### config.mk
export PLATFORM = sky130hd
export DESIGN_NAME = sensbank_top
export DESIGN_NICKNAME = d
export VERILOG_FILES = /design/src/rtl/sensbank_pkg.sv /design/src/rtl/sensbank_chan.sv /design/src/rtl/sensbank_ctl.sv /design/src/rtl/sensbank_top.sv
export SDC_FILE = /design/constraint.sdc
export NUM_CORES = 1
export LEC_CHECK = 0
export BUFFER_PORTS_ARGS = -buffer_cell sky130_fd_sc_hd__buf_4
export CAP_MARGIN = 30
export CORE_ASPECT_RATIO = 2
export CORE_MARGIN = 4
export CORE_UTILIZATION = 55
export CTS_CLUSTER_SIZE = 14
export DETAILED_ROUTE_END_ITERATION = 10
export PLACE_DENSITY = 0.76
export SKIP_LAST_GASP = 1
export SLEW_MARGIN = 20
export SYNTH_ARGS = -nofsm -noshare
export SYNTH_HDL_FRONTEND = slang
export SYNTH_HIERARCHICAL = 1
export SYNTH_SLANG_ARGS = --single-unit
### constraint.sdc
create_clock -name clk -period 1.83 [get_ports clk]
set_clock_uncertainty 0.15 [all_clocks]
set_input_delay 0.183 -clock clk [delete_from_list [all_inputs] [get_ports clk]]
set_output_delay 0.183 -clock clk [all_outputs]
set_load 0.05 [all_outputs]
### src/rtl/sensbank_pkg.sv
package sensbank_pkg;

    localparam int unsigned DW = 8;

    localparam logic [7:0] A_STATUS    = 8'h02;
    localparam logic [7:0] A_CFG_RD    = 8'h03;
    localparam logic [7:0] A_CFG_WR    = 8'h09;
    localparam logic [7:0] A_ONESHOT   = 8'h0F;
    localparam logic [7:0] A_TEMP_BASE = 8'h10;
    localparam logic [7:0] A_CORR_BASE = 8'h27;
    localparam logic [7:0] A_PID       = 8'hFD;
    localparam logic [7:0] A_MID       = 8'hFE;
    localparam logic [7:0] A_REV       = 8'hFF;

    localparam logic [7:0] MID_VAL     = 8'h5D;
    localparam logic [7:0] REV_VAL     = 8'h01;
    localparam logic [7:0] CORR_DEF    = 8'h12;

    typedef struct packed {
        logic [DW-1:0] live_hi;
        logic [DW-1:0] live_lo;
        logic [DW-1:0] hold_lo;
    } chan_st_t;

endpackage

### src/rtl/sensbank_chan.sv
module sensbank_chan
    import sensbank_pkg::*;
(
    input  logic          clk,
    input  logic          rst_n,
    input  logic          upd_valid,
    input  logic [DW-1:0] upd_hi,
    input  logic [DW-1:0] upd_lo,
    input  logic          cap,
    output logic [DW-1:0] live_hi,
    output logic [DW-1:0] hold_lo
);

    chan_st_t st_d, st_q;

    always_comb begin
        st_d = st_q;
        // capture uses the pre-edge live value, so a same-cycle update is not seen
        if (cap) begin
            st_d.hold_lo = st_q.live_lo;
        end
        if (upd_valid) begin
            st_d.live_hi = upd_hi;
            st_d.live_lo = upd_lo;
        end
    end

    always_ff @(posedge clk or negedge rst_n) begin
        if (!rst_n) begin
            st_q <= '0;
        end else begin
            st_q <= st_d;
        end
    end

    assign live_hi = st_q.live_hi;
    assign hold_lo = st_q.hold_lo;

endmodule

### src/rtl/sensbank_ctl.sv
module sensbank_ctl
    import sensbank_pkg::*;
#(
    parameter int unsigned NUM_REMOTE = 2
) (
    input  logic                     clk,
    input  logic                     rst_n,
    input  logic [7:0]               addr,
    input  logic [DW-1:0]            wdata,
    input  logic                     wr_en,
    input  logic                     stat_we,
    input  logic [DW-1:0]            stat_in,
    output logic [DW-1:0]            cfg,
    output logic [DW-1:0]            status,
    output logic [NUM_REMOTE*DW-1:0] corr,
    output logic                     conv_req
);

    typedef struct packed {
        logic [DW-1:0]            cfg;
        logic [DW-1:0]            status;
        logic [NUM_REMOTE*DW-1:0] corr;
        logic                     conv_req;
    } ctl_st_t;

    ctl_st_t st_d, st_q;

    always_comb begin
        st_d          = st_q;
        st_d.conv_req = wr_en && (addr == A_ONESHOT);
        if (wr_en && (addr == A_CFG_WR)) begin
            st_d.cfg = wdata;
        end
        for (int r = 0; r < int'(NUM_REMOTE); r++) begin
            if (wr_en && (addr == A_CORR_BASE + 8'(r))) begin
                st_d.corr[r*DW +: DW] = wdata;
            end
        end
        if (stat_we) begin
            st_d.status = stat_in;
        end
    end

    always_ff @(posedge clk or negedge rst_n) begin
        if (!rst_n) begin
            st_q.cfg      <= '0;
            st_q.status   <= '0;
            st_q.corr     <= {NUM_REMOTE{CORR_DEF}};
            st_q.conv_req <= 1'b0;
        end else begin
            st_q <= st_d;
        end
    end

    assign cfg      = st_q.cfg;
    assign status   = st_q.status;
    assign corr     = st_q.corr;
    assign conv_req = st_q.conv_req;

endmodule

### src/rtl/sensbank_top.sv
module sensbank_top
    import sensbank_pkg::*;
#(
    parameter int unsigned NUM_CH     = 3,
    parameter logic [7:0]  PRODUCT_ID = 8'h06
) (
    input  logic                       clk,
    input  logic                       rst_n,
    input  logic [7:0]                 addr,
    input  logic [7:0]                 wdata,
    input  logic                       wr_en,
    input  logic                       rd_en,
    output logic [7:0]                 rdata,
    input  logic [NUM_CH-1:0]          upd_valid,
    input  logic [NUM_CH*8-1:0]        upd_hi,
    input  logic [NUM_CH*8-1:0]        upd_lo,
    input  logic                       stat_we,
    input  logic [7:0]                 stat_in,
    output logic [7:0]                 cfg_out,
    output logic [(NUM_CH-1)*8-1:0]    corr_out,
    output logic                       conv_req
);

    localparam int unsigned NUM_REMOTE = NUM_CH - 1;

    logic [NUM_CH-1:0][DW-1:0] live_hi;
    logic [NUM_CH-1:0][DW-1:0] hold_lo;
    logic [DW-1:0]             status;
    logic [DW-1:0]             rdata_d, rdata_q;

    for (genvar c = 0; c < int'(NUM_CH); c++) begin : g_chan
        localparam logic [7:0] HI_ADDR = A_TEMP_BASE + 8'(2 * c);
        sensbank_chan u_chan (
            .clk       (clk),
            .rst_n     (rst_n),
            .upd_valid (upd_valid[c]),
            .upd_hi    (upd_hi[c*DW +: DW]),
            .upd_lo    (upd_lo[c*DW +: DW]),
            .cap       (rd_en && (addr == HI_ADDR)),
            .live_hi   (live_hi[c]),
            .hold_lo   (hold_lo[c])
        );
    end

    sensbank_ctl #(.NUM_REMOTE(NUM_REMOTE)) u_ctl (
        .clk      (clk),
        .rst_n    (rst_n),
        .addr     (addr),
        .wdata    (wdata),
        .wr_en    (wr_en),
        .stat_we  (stat_we),
        .stat_in  (stat_in),
        .cfg      (cfg_out),
        .status   (status),
        .corr     (corr_out),
        .conv_req (conv_req)
    );

    always_comb begin
        rdata_d = rdata_q;
        if (rd_en) begin
            rdata_d = '0;
            if (addr == A_STATUS) rdata_d = status;
            if (addr == A_CFG_RD) rdata_d = cfg_out;
            if (addr == A_PID)    rdata_d = PRODUCT_ID;
            if (addr == A_MID)    rdata_d = MID_VAL;
            if (addr == A_REV)    rdata_d = REV_VAL;
            for (int c = 0; c < int'(NUM_CH); c++) begin
                if (addr == A_TEMP_BASE + 8'(2 * c))     rdata_d = live_hi[c];
                if (addr == A_TEMP_BASE + 8'(2 * c + 1)) rdata_d = hold_lo[c];
            end
            for (int r = 0; r < int'(NUM_REMOTE); r++) begin
                if (addr == A_CORR_BASE + 8'(r)) rdata_d = corr_out[r*DW +: DW];
            end
        end
    end

    always_ff @(posedge clk or negedge rst_n) begin
        if (!rst_n) begin
            rdata_q <= '0;
        end else begin
            rdata_q <= rdata_d;
        end
    end

    assign rdata = rdata_q;

endmodule

==> summary.md, run 1 <==
| Metric | Value |
|---|---|
| Class of the worst hold path | in2reg |
| Slew @ Worst Pin | 0.5960 ns |
| Final Cycle Share | 96.93% |
| Vias post-DR | 4546 |
| Overall routing resource usage | 29.49% |
| Min Hold Slack | 0.04505 ns |
| Overall routed net length | 17.31 mm |
| Final Setup Violations | 0 |
| Net Sw Frac | 24.62% |
| DPL Wire Length | 11.67 mm |
| Max-slew violations | 0 |
| Row count | 53 |
| Area post-placement | 6839 um2 |
| H-tree levels | 4 |
| Clk_lat worst skew | 0.41 ns |
| Post-synth EDFFs | 0 |
| WS Path Type | reg2reg |
| Grt met2 use | 52.61% |
| Clock-pin slew on the worst setup and hold paths | 0.06 ns |
| Gate Count Post-Synth | 473 |
| Sequential area share after synthesis | 47.76% |
| Max Root-Sink Buffers | 2 |
| Setup crit end kind | flip-flop |
| DRT Pass-1 Iters | 4 |
| Cell total after placement | 693 |
| Number of CTS-inserted buffers | 17 |
| CTS tree | yes |
| Shortest period the worst path allows | 1.774 ns |
| Nets | 728 |
| Total number of yosys warnings | 6 |
| Worst Path Arrival | 1.91 ns |
| RSZ-0062 raised after global routing | no |
| Power density over the cells | 922.1 nW/um2 |
| IO Pins | 113 |
| IO buf count | 112 |
| Most Crowded Layer GR | met2 |
| Dominant synthesized flop cell | dfrtp_1 |
| Vias per Instance | 5.690 |
| Post-CTS Setup Bufs | 0 |
| Mapped Area | 5931 um2 |
| Final hold viol count | 0 |
| Max cap viols | 0 |
| Core Region | 10540 um2 |
| Crit path setup slack, layout | 0.05611 ns |
| Clk root buf | clkbuf_16 |
| Post-place setup slack | -0.2289 ns |
| Overflow after GRT | 0 |
| Antenna Violating Nets Remaining | 0 |
| Met1 usage | 31.04% |
| Die Area | 12610 um2 |
| Syn nets | 553 |
| Synth Area per Inst | 12.54 um2 |
| Final instance area | 8215 um2 |
| Sw Pwr | 1865 uW |
| Gate power share | 14.8% |
| Global-route wire length before repair | 27.43 mm |
| Post-route DRC | 0 |
| Initial Utilization | 56.25% |
| Type of origin of the critical path | flip-flop |
| CTS sink cnt | 113 |
| Status | finished clean |
| Clock network power share | 47.7% |
| Met3 Use GR | 4.461% |
| Vias in the first global route | 5092 |
| Crit path max fanout | 2 |
| Fraction of layout cells with a size suffix above 1 | 47.96% |
| F_max | 0.5637 GHz |
| Largest net degree at the start of global routing | 114 |
| Drt initial violations | 329 |
| VDD IR max | 980.6 uV |
| Distinct cells, synth | 64 |
| Leakage | 0.003852 uW |
| Post_cts resized | 0 |
| Die span in x | 81.43 um |
| Register share of total power | 37.4% |
| Pint | 5710 uW |
| Initial antenna violation count | 1 |
| FF+latch count, synth | 113 |
| Ys async rst share | 100.0% |
| Layout area overhead | 38.52% |
| Drt wl/cell | 21.66 um |
| CP required | 1.96 ns |
| GP Congestion | 0.9091 |
| Slew margin rel. | 60.27% |
| Fin util | 77.92% |
| Fillcell total | 638 |
| Die Height | 154.9 um |
| Non-Filler Instances | 799 |
## sequential cells by signal, indices dropped and copies added, names as in the netlist
register,count
g_chan.u_chan/live_hi,24
g_chan.u_chan/hold_lo,24
g_chan.u_chan/st_q,24
u_ctl/cfg,8
rdata,8
u_ctl/conv_req,1
u_ctl/status,8
u_ctl/corr,16
## stage by stage
stage          setup TNS [ns]  total power [uW]
2_1_floorplan         -0.2002              3494
3_3_place_gp           -2.009              3806
3_5_place_dp           -3.196              3839
4_1_cts                     0              7579
5_1_grt                     0              7821
6_report                    0              7576
## layer usage
layer	vias to the layer above	part of all wire, %
met5	-	0
met4	0	5.8
met3	58	3.9
met2	165	56
met1	2290	34
li1	2033	-
## cell usage after synthesis, types with 8 or more instances
cell type,count,area share (%)
nand2_1,14,0.89
a21oi_1,16,1.4
mux2i_1,13,2.2
mux2_4,30,7.6
buf_2,11,0.93
buf_4,48,6.1
nor2_1,13,0.82
mux2_2,76,14
dfrtp_1,109,46
o21ai_0,13,1.1
nand3_1,8,0.68
## logic make-up after synthesis
| group | count (synthesis) | share of synthesized area (%) |
|---|---|---|
| AND/OR/NAND/NOR | 81 | 8.650 |
| flip-flops | 113 | 47.76 |
| buffers and inverters | 84 | 9.789 |
| AO/OA/AOI/OAI | 74 | 8.819 |
| multiplexers | 121 | 24.98 |
## final cells by class
| type | instances | area (um2) | area share, % |
|---|---|---|---|
| Antenna cell | 1 | 2.502 | 0.03046 |
| Inverter | 7 | 26.28 | 0.3198 |
| Timing Repair Buffer | 233 | 2007 | 24.43 |
| Tap cell | 137 | 171.4 | 2.087 |
| Multi-Input combinational cell | 276 | 2532 | 30.83 |
| Sequential cell | 113 | 2833 | 34.48 |
| Clock inverter | 13 | 210.2 | 2.559 |
| Clock buffer | 19 | 432.9 | 5.270 |
## path summary, 6_finish.rpt
| check | start | endpoint | slack [ns] | cells after the start |
|---|---|---|---|---|
| min in group asynchronous | rst_n | g_chan[2].u_chan/st_q[9]$_DFFE_PN0P_ | 0.25 | 3 |
| max in group asynchronous | rst_n | g_chan[0].u_chan/st_q[13]$_DFFE_PN0P_ | 0.83 | 3 |
| setup / recovery | u_ctl/status[3]$_DFFE_PN0P_ | rdata[3]$_DFFE_PN0P_ | 0.06 | 5 |
| setup reg to reg | u_ctl/status[3]$_DFFE_PN0P_ | rdata[3]$_DFFE_PN0P_ | 0.06 | 5 |
| hold reg to reg | g_chan[0].u_chan/hold_lo[4]$_DFFE_PN0P_ | g_chan[0].u_chan/hold_lo[4]$_DFFE_PN0P_ | 0.35 | 1 |
| hold / removal | addr[4] | u_ctl/conv_req$_DFF_PN0_ | 0.05 | 3 |
## power by group through the flow
stage | Sequential, uW | Combinational, uW | Clock (uW)
after floorplan | 2950 | 541 | 0
after global placement | 2860 | 943 | 0
after detailed placement | 2870 | 966 | 0
after CTS | 2830 | 1110 | 3630
after global routing | 2860 | 1200 | 3770
final | 2840 | 1120 | 3620
## placed cells by master, fill, tap and decap left out, types with 13 or more instances in the layout
cell and instances:
nand2_1 13, nor2_1 13, mux2i_1 13, buf_4 154, o21ai_0 13, clkbuf_16 17
a21oi_1 16, mux2_2 76, dfrtp_1 109, dlygate4sd3_1 73, mux2_4 30
## critical path: stages, from the launching register on
cell,delay [ns]
dfrtp_1,0.41
nor3b_1,0.17
buf_4,0.13
o311a_1,0.30
and3_1,0.18
o32a_1,0.32
## timing repair
item                                    CTS  global route
endpoints found under the hold margin   189             0
hold buffers                             73             0
endpoints found under the setup margin    0             0
No activity file was read; power rests on OpenSTA's default activity.
==> run 2, diff against run 1 <==
Settings changed: CAP_MARGIN 30 to 10, CORE_MARGIN 4 to unset.
==> summary.md, run 2 (synthesis results as in run 1) <==
| Metric | Value |
|---|---|
| H-tree levels | 4 (unchanged) |
| F_max | 0.5819 GHz (+3.2%) |
| Final hold viol count | 0 (unchanged) |
| Nets | 734 (+0.82%) |
| Met1 usage | 33.38% (+2.3 points) |
| RSZ-0062 raised after global routing | no |
| Antenna Violating Nets Remaining | 0 (unchanged) |
| Leakage | 0.003837 uW (-0.39%) |
| Fin util | 77.92% (about the same) |
| GP Congestion | 0.9104 (+0.14%) |
| Hold path depth | 2 (-1) |
| DPL Wire Length | 11.35 mm (-2.7%) |
| Row count | 53 (unchanged) |
| Multi-input gate area | 2532 um2 (unchanged) |
| Initial Utilization | 56.60% (+0.36 points) |
| WP buf/inv | 0 (-1) |
| Power density over the cells | 873.1 nW/um2 (-5.3%) |
| Initial antenna violation count | 0 (-1) |
| Drt wl/cell | 20.52 um (-5.3%) |
| Number of CTS-inserted buffers | 17 (unchanged) |
| Type of origin of the critical path | flip-flop |
| Overall routed net length | 16.50 mm (-4.7%) |
| CP max stage cell | mux4_2 |
| Fillcell total | 656 (+2.8%) |
| Shortest period the worst path allows | 1.719 ns (-0.05528 ns) |
| Grt met2 use | 55.76% (+3.2 points) |
| Core Region | 10480 um2 (-0.63%) |
| Post-CTS Setup Bufs | 0 (unchanged) |
| Clock-pin slew on the worst setup and hold paths | 0.05 ns (about the same) |
| Slew @ Worst Pin | 0.4074 ns (-0.1886 ns) |
| Commonest non-fill, non-tap cell in the layout | buf_4 |
| CP required | 1.95 ns (about the same) |
| CTS sink cnt | 113 (unchanged) |
| Status | finished clean |
| Class of the worst hold path | in2reg |
| Worst Path Arrival | 1.84 ns (-0.07 ns) |
| Fraction of layout cells with a size suffix above 1 | 48.28% (+0.32 points) |
| Crit path max fanout | 2 (unchanged) |
| Die Height | 148.9 um (-3.9%) |
| DRT Pass-1 Iters | 4 (unchanged) |
| VDD IR max | 691.6 uV (-29%) |
| Global-route wire length before repair | 25.63 mm (-6.6%) |
| IO buf count | 112 (unchanged) |
| Final Setup Violations | 0 (unchanged) |
| Die Area | 11230 um2 (-11%) |
| CTS tree | yes |
| Most Crowded Layer GR | met2 |
| Slew margin rel. | 72.84% (+13 points) |
| Max-slew violations | 0 (unchanged) |
| Largest net degree at the start of global routing | 53 (-54%) |
| Drt initial violations | 184 (-44%) |
| Overflow after GRT | 0 (unchanged) |
| Clk_lat worst skew | 0.40 ns (about the same) |
| Setup TNS | 0 ns (unchanged) |
| Final Cycle Share | 93.91% (-3.0 points) |
| Vias per Instance | 5.593 (-1.7%) |
| Max cap viols | 0 (unchanged) |
| Setup crit end kind | flip-flop |
| Post-route DRC | 0 (unchanged) |
| R2R cell count | 4 (-1) |
| Ant diodes | 0 (-1) |
| Vias post-DR | 4497 (-1.1%) |
| Largest stage delay on the critical path | 0.47 ns (+0.06 ns) |
| Most frequent cells in the layout | buf_4, dfrtp_1, mux2_2, dlygate4sd3_1, mux2_4 |
| Vias in the first global route | 4915 (-3.5%) |
| IO Pins | 113 (unchanged) |
| WS Path Type | reg2reg |
| Die span in x | 75.43 um (-7.4%) |
| Worst-path cell chain | mux4_2, nand3_1, o211ai_1, o32a_1 |
| FF+latch area | 2833 um2 (unchanged) |
| CP top delay family | multiplexers |
| Clk root buf | clkbuf_16 |
| Min Hold Slack | 0.01996 ns (-0.02509 ns) |
| Worst path depth | 4 (-1) |
| Max Root-Sink Buffers | 2 (unchanged) |
| Overall Power | 7128 uW (-5.9%) |
| Layout area overhead | 37.66% |
| Overall routing resource usage | 31.77% (+2.3 points) |
| Met3 Use GR | 5.473% (+1.0 points) |
## run 2: final timing paths
check                                                         from                                 endpoint  slack [ns]
hold reg to reg              g_chan[2].u_chan/st_q[13]$_DFFE_PN0P_  g_chan[2].u_chan/hold_lo[5]$_DFFE_PN0P_        0.35
min in group asynchronous                                    rst_n    g_chan[0].u_chan/st_q[13]$_DFFE_PN0P_        0.10
setup reg to reg           g_chan[1].u_chan/hold_lo[3]$_DFFE_PN0P_                     rdata[3]$_DFFE_PN0P_        0.11
max in group asynchronous                                    rst_n  g_chan[2].u_chan/hold_lo[2]$_DFFE_PN0P_        0.83
hold / removal                                               rd_en                     rdata[1]$_DFFE_PN0P_        0.02
setup / recovery           g_chan[1].u_chan/hold_lo[3]$_DFFE_PN0P_                     rdata[3]$_DFFE_PN0P_        0.11
## run 2: worst register-to-register path, cell delays in order, from the launching register on
cell      delay, ns
dfrtp_1        0.40
mux4_2         0.47
nand3_1        0.12
o211ai_1       0.09
o32a_1         0.36
## run 2: through the flow
step                      cell area (um2)  cells  setup slack [ns]
after CTS                            8164    804            0.1100
after global routing                 8164    804           0.04510
after global placement               6859    699           -0.1480
after floorplan                      5948    473          -0.02875
after detailed placement             6859    699           -0.2152
final                                8164    804            0.1114
## run 2: layout make-up
| type | instances | share of cell area (%) |
|---|---|---|
| clock buffer | 22 | 5.686 |
| tap | 137 | 2.100 |
| clock inverter | 10 | 1.349 |
| sequential | 113 | 34.70 |
| inverter | 7 | 0.3218 |
| timing repair buffer | 239 | 24.83 |
| multi-input combinational | 276 | 31.02 |
## run 2: layer usage
layer | share of wire [%] | wire length [um]
met5 | 0 | 0
met4 | 5.1 | 835
met2 | 57 | 9438
met1 | 35 | 5722
met3 | 3.0 | 500
## run 2: what timing repair did
action                    in CTS  in global routing
hold endpoints to repair     193                  0
hold buffers                  73                  0
resized for setup              0                  0
## run 2: power breakdown
part | internal, uW | switching [uW] | leakage, uW
sequential | 2700 | 142 | 0.00142
clock | 2060 | 1110 | 0.000272
combinational | 597 | 524 | 0.00215
==> run 3, diff against run 2 <==
Settings changed: GPL_TIMING_DRIVEN set to 0.
Clock period 1.83 ns to 1.9 ns, I/O delays scaled along.
==> summary.md, run 3 (synthesis results as in run 1) <==
| Metric | Value |
|---|---|
| Status | finished clean |
| Vias in the first global route | 5183 (+5.5%) |
| Hold path depth | 2 (unchanged) |
| Slew margin rel. | 38.31% (-35 points) |
| Met1 usage | 34.05% (+0.67 points) |
| Class of the worst hold path | in2reg |
| Final hold viol count | 0 (unchanged) |
| Commonest non-fill, non-tap cell in the layout | buf_4 |
| Die span in x | 75.43 um (unchanged) |
| Grt met2 use | 60.76% (+5.0 points) |
| Clk root buf | clkbuf_16 |
| Min Hold Slack | 0.01981 ns (-0.0001501 ns) |
| WP buf/inv | 2 (+2) |
| Setup crit end kind | flip-flop |
| Final Setup Violations | 0 (unchanged) |
| Initial Utilization | 56.60% (unchanged) |
| Max Root-Sink Buffers | 2 (unchanged) |
| IO buf count | 108 (-3.6%) |
| CP required | 2.06 ns (+0.11 ns) |
| Fillcell total | 626 (-4.6%) |
| Largest net degree at the start of global routing | 114 (+120%) |
| Power density over the cells | 827.4 nW/um2 (-5.2%) |
| Slew @ Worst Pin | 0.9254 ns (+0.5180 ns) |
| H-tree levels | 4 (unchanged) |
| Overall Power | 6965 uW (-2.3%) |
| Most frequent cells in the layout | buf_4, dfrtp_1, dlygate4sd3_1, mux2_2, mux2_4 |
| WS Path Type | in2reg |
| Most Crowded Layer GR | met2 |
| Shortest period the worst path allows | 1.861 ns |
| Worst Path Arrival | 2.03 ns (+0.19 ns) |
| Core Region | 10480 um2 (unchanged) |
| Number of CTS-inserted buffers | 17 (unchanged) |
| Max-slew violations | 0 (unchanged) |
| Ant diodes | 0 (unchanged) |
| RSZ-0062 raised after global routing | no |
| Drt initial violations | 293 (+59%) |
| Met3 Use GR | 6.014% (+0.54 points) |
| R2R cell count | 5 (+1) |
| Register share of total power | 39.1% (-0.7 points) |
| CTS tree | yes |
| CP max stage cell | or4_4 |
| Reg-to-reg critical path endpoint | rdata[3]$_DFFE_PN0P_ |
| Worst-case register-to-register setup slack | 0.07 ns (-0.04 ns) |
| Overall routing resource usage | 33.06% (+1.3 points) |
| Cell total after placement | 718 (+2.7%) |
| Vias per Instance | 5.587 (-0.12%) |
| Worst Hold Endpoint | u_ctl/conv_req$_DFF_PN0_ |
| Worst-path cell chain | buf_4, buf_2, or4_4, nor3_4, nand3_1, a311o_1, a221oi_2 |
| Crit Reg-Reg Startpoint | g_chan[1].u_chan/live_hi[3]$_DFFE_PN0P_ |
| Sw Pwr | 1830 uW (+3.3%) |
| Type of origin of the critical path | input pin |
| Net Sw Frac | 26.27% (+1.4 points) |
| Setup TNS | 0 ns (unchanged) |
| Gate power share | 17.5% (+1.8 points) |
| Nets | 767 (+4.5%) |
| Global-route wire length before repair | 26.75 mm (+4.4%) |
| Post-route DRC | 0 (unchanged) |
| F_max | 0.5372 GHz |
| VDD IR max | 721.4 uV (+4.3%) |
| Non-Filler Instances | 837 (+4.1%) |
| CTS sink cnt | 113 (unchanged) |
| Pint | 5135 uW (-4.1%) |
| Die Height | 148.9 um (unchanged) |
| Vias post-DR | 4676 (+4.0%) |
| DRT Pass-1 Iters | 4 (unchanged) |
| Largest stage delay on the critical path | 0.49 ns (+0.02 ns) |
| Crit path max fanout | 10 (+8) |
| Overflow after GRT | 0 (unchanged) |
| Clock network power share | 43.4% (-1.0 points) |
| Fraction of layout cells with a size suffix above 1 | 48.71% (+0.44 points) |
| Antenna Violating Nets Remaining | 0 (unchanged) |
| Layout area overhead | 41.94% |
| Final Cycle Share | 97.97% |
| Leakage | 0.003983 uW (+3.8%) |
| Clock-pin slew on the worst setup and hold paths | 0.05 ns (about the same) |
| Worst hold start | addr[3] |
| Max cap viols | 0 (unchanged) |
| Die Area | 11230 um2 (unchanged) |
| Clk_lat worst skew | 0.41 ns (about the same) |
| Overall routed net length | 17.44 mm (+5.7%) |
| GP Congestion | 0.9105 (about the same) |
| FF+latch area | 2833 um2 (unchanged) |
| IO Pins | 113 (unchanged) |
| CP top delay family | simple AND/OR/NAND/NOR gates |
| Multi-input gate area | 2566 um2 (+1.3%) |
| Initial antenna violation count | 0 (unchanged) |
| Drt wl/cell | 20.84 um (+1.6%) |
| DPL Wire Length | 11.58 mm (+2.1%) |
| Row count | 53 (unchanged) |
[run 3: cell types whose count changed in the layout (fill, tap and decap cells not counted), sizes merged]
cell / delta
dlygate4sd3: +12
clkbuf: +8
bufinv: -1
inv: +1
clkinvlp: +1
buf: +12
[run 3: area by class of cell]
class	count	share of cell area [%]
Clock inverter	11	1.278
Multi-Input combinational cell	276	30.48
Inverter	7	0.3121
Clock buffer	21	5.470
Buffer	75	6.599
Timing Repair Buffer	197	20.17
Sequential cell	113	33.65
Tap cell	137	2.036
[run 3: repair_timing]
action / 4_1_cts / 5_1_grt
endpoints found under the hold margin: 191 / 0
hold buffers: 85 / 0
setup buffers: 0 / 4
gates resized for setup: 5 / 10
cloned: 0 / 0
pin swaps: 0 / 3
endpoints found under the setup margin: 26 / 38
[run 3: power groups by stage]
stage               Sequential [uW]  Combinational, uW  Clock, uW
finish                         2730               1220       3020
global route                   2740               1290       3160
CTS                            2720               1190       3050
detailed placement             2760               1020          0
global placement               2740                993          0
floorplan                      2840                520          0
[run 3: routing by layer]
layer	wire [um]	share of wire (%)
met5	0	0
met4	854	4.9
met3	476	2.7
met2	10020	57
met1	6092	35
[run 3: per-stage QoR]
| stage | instance area, um2 | util [%] | setup slack (ns) |
|---|---|---|---|
| floorplan | 5943 | - | -0.03062 |
| global placement | 6925 | 66.10 | -0.5292 |
| detailed placement | 6929 | 66.13 | -0.5257 |
| CTS | 8361 | 79.79 | 0.03149 |
| global route | 8418 | 80.34 | 0.009430 |
| finish | 8418 | 80.34 | 0.03865 |
[run 3: how the worst max path moves through the flow]
stage | start | end | depth (start not counted)
CTS | addr[0] | g_chan[0].u_chan/hold_lo[6]$_DFFE_PN0P_ | 8
detailed placement | rd_en | g_chan[0].u_chan/hold_lo[7]$_DFFE_PN0P_ | 7
finish | addr[2] | rdata[1]$_DFFE_PN0P_ | 7
global route | addr[2] | rdata[1]$_DFFE_PN0P_ | 7
floorplan | addr[2] | rdata[1]$_DFFE_PN0P_ | 6
global placement | rd_en | g_chan[0].u_chan/hold_lo[5]$_DFFE_PN0P_ | 7
[run 3: worst reg2reg max path, cell delays in order, from the launching register on]
cell and delay [ns]:
dfrtp_1 0.39, buf_4 0.14, mux4_2 0.46, nand3_1 0.12, o211ai_1 0.09, o32a_1 0.36
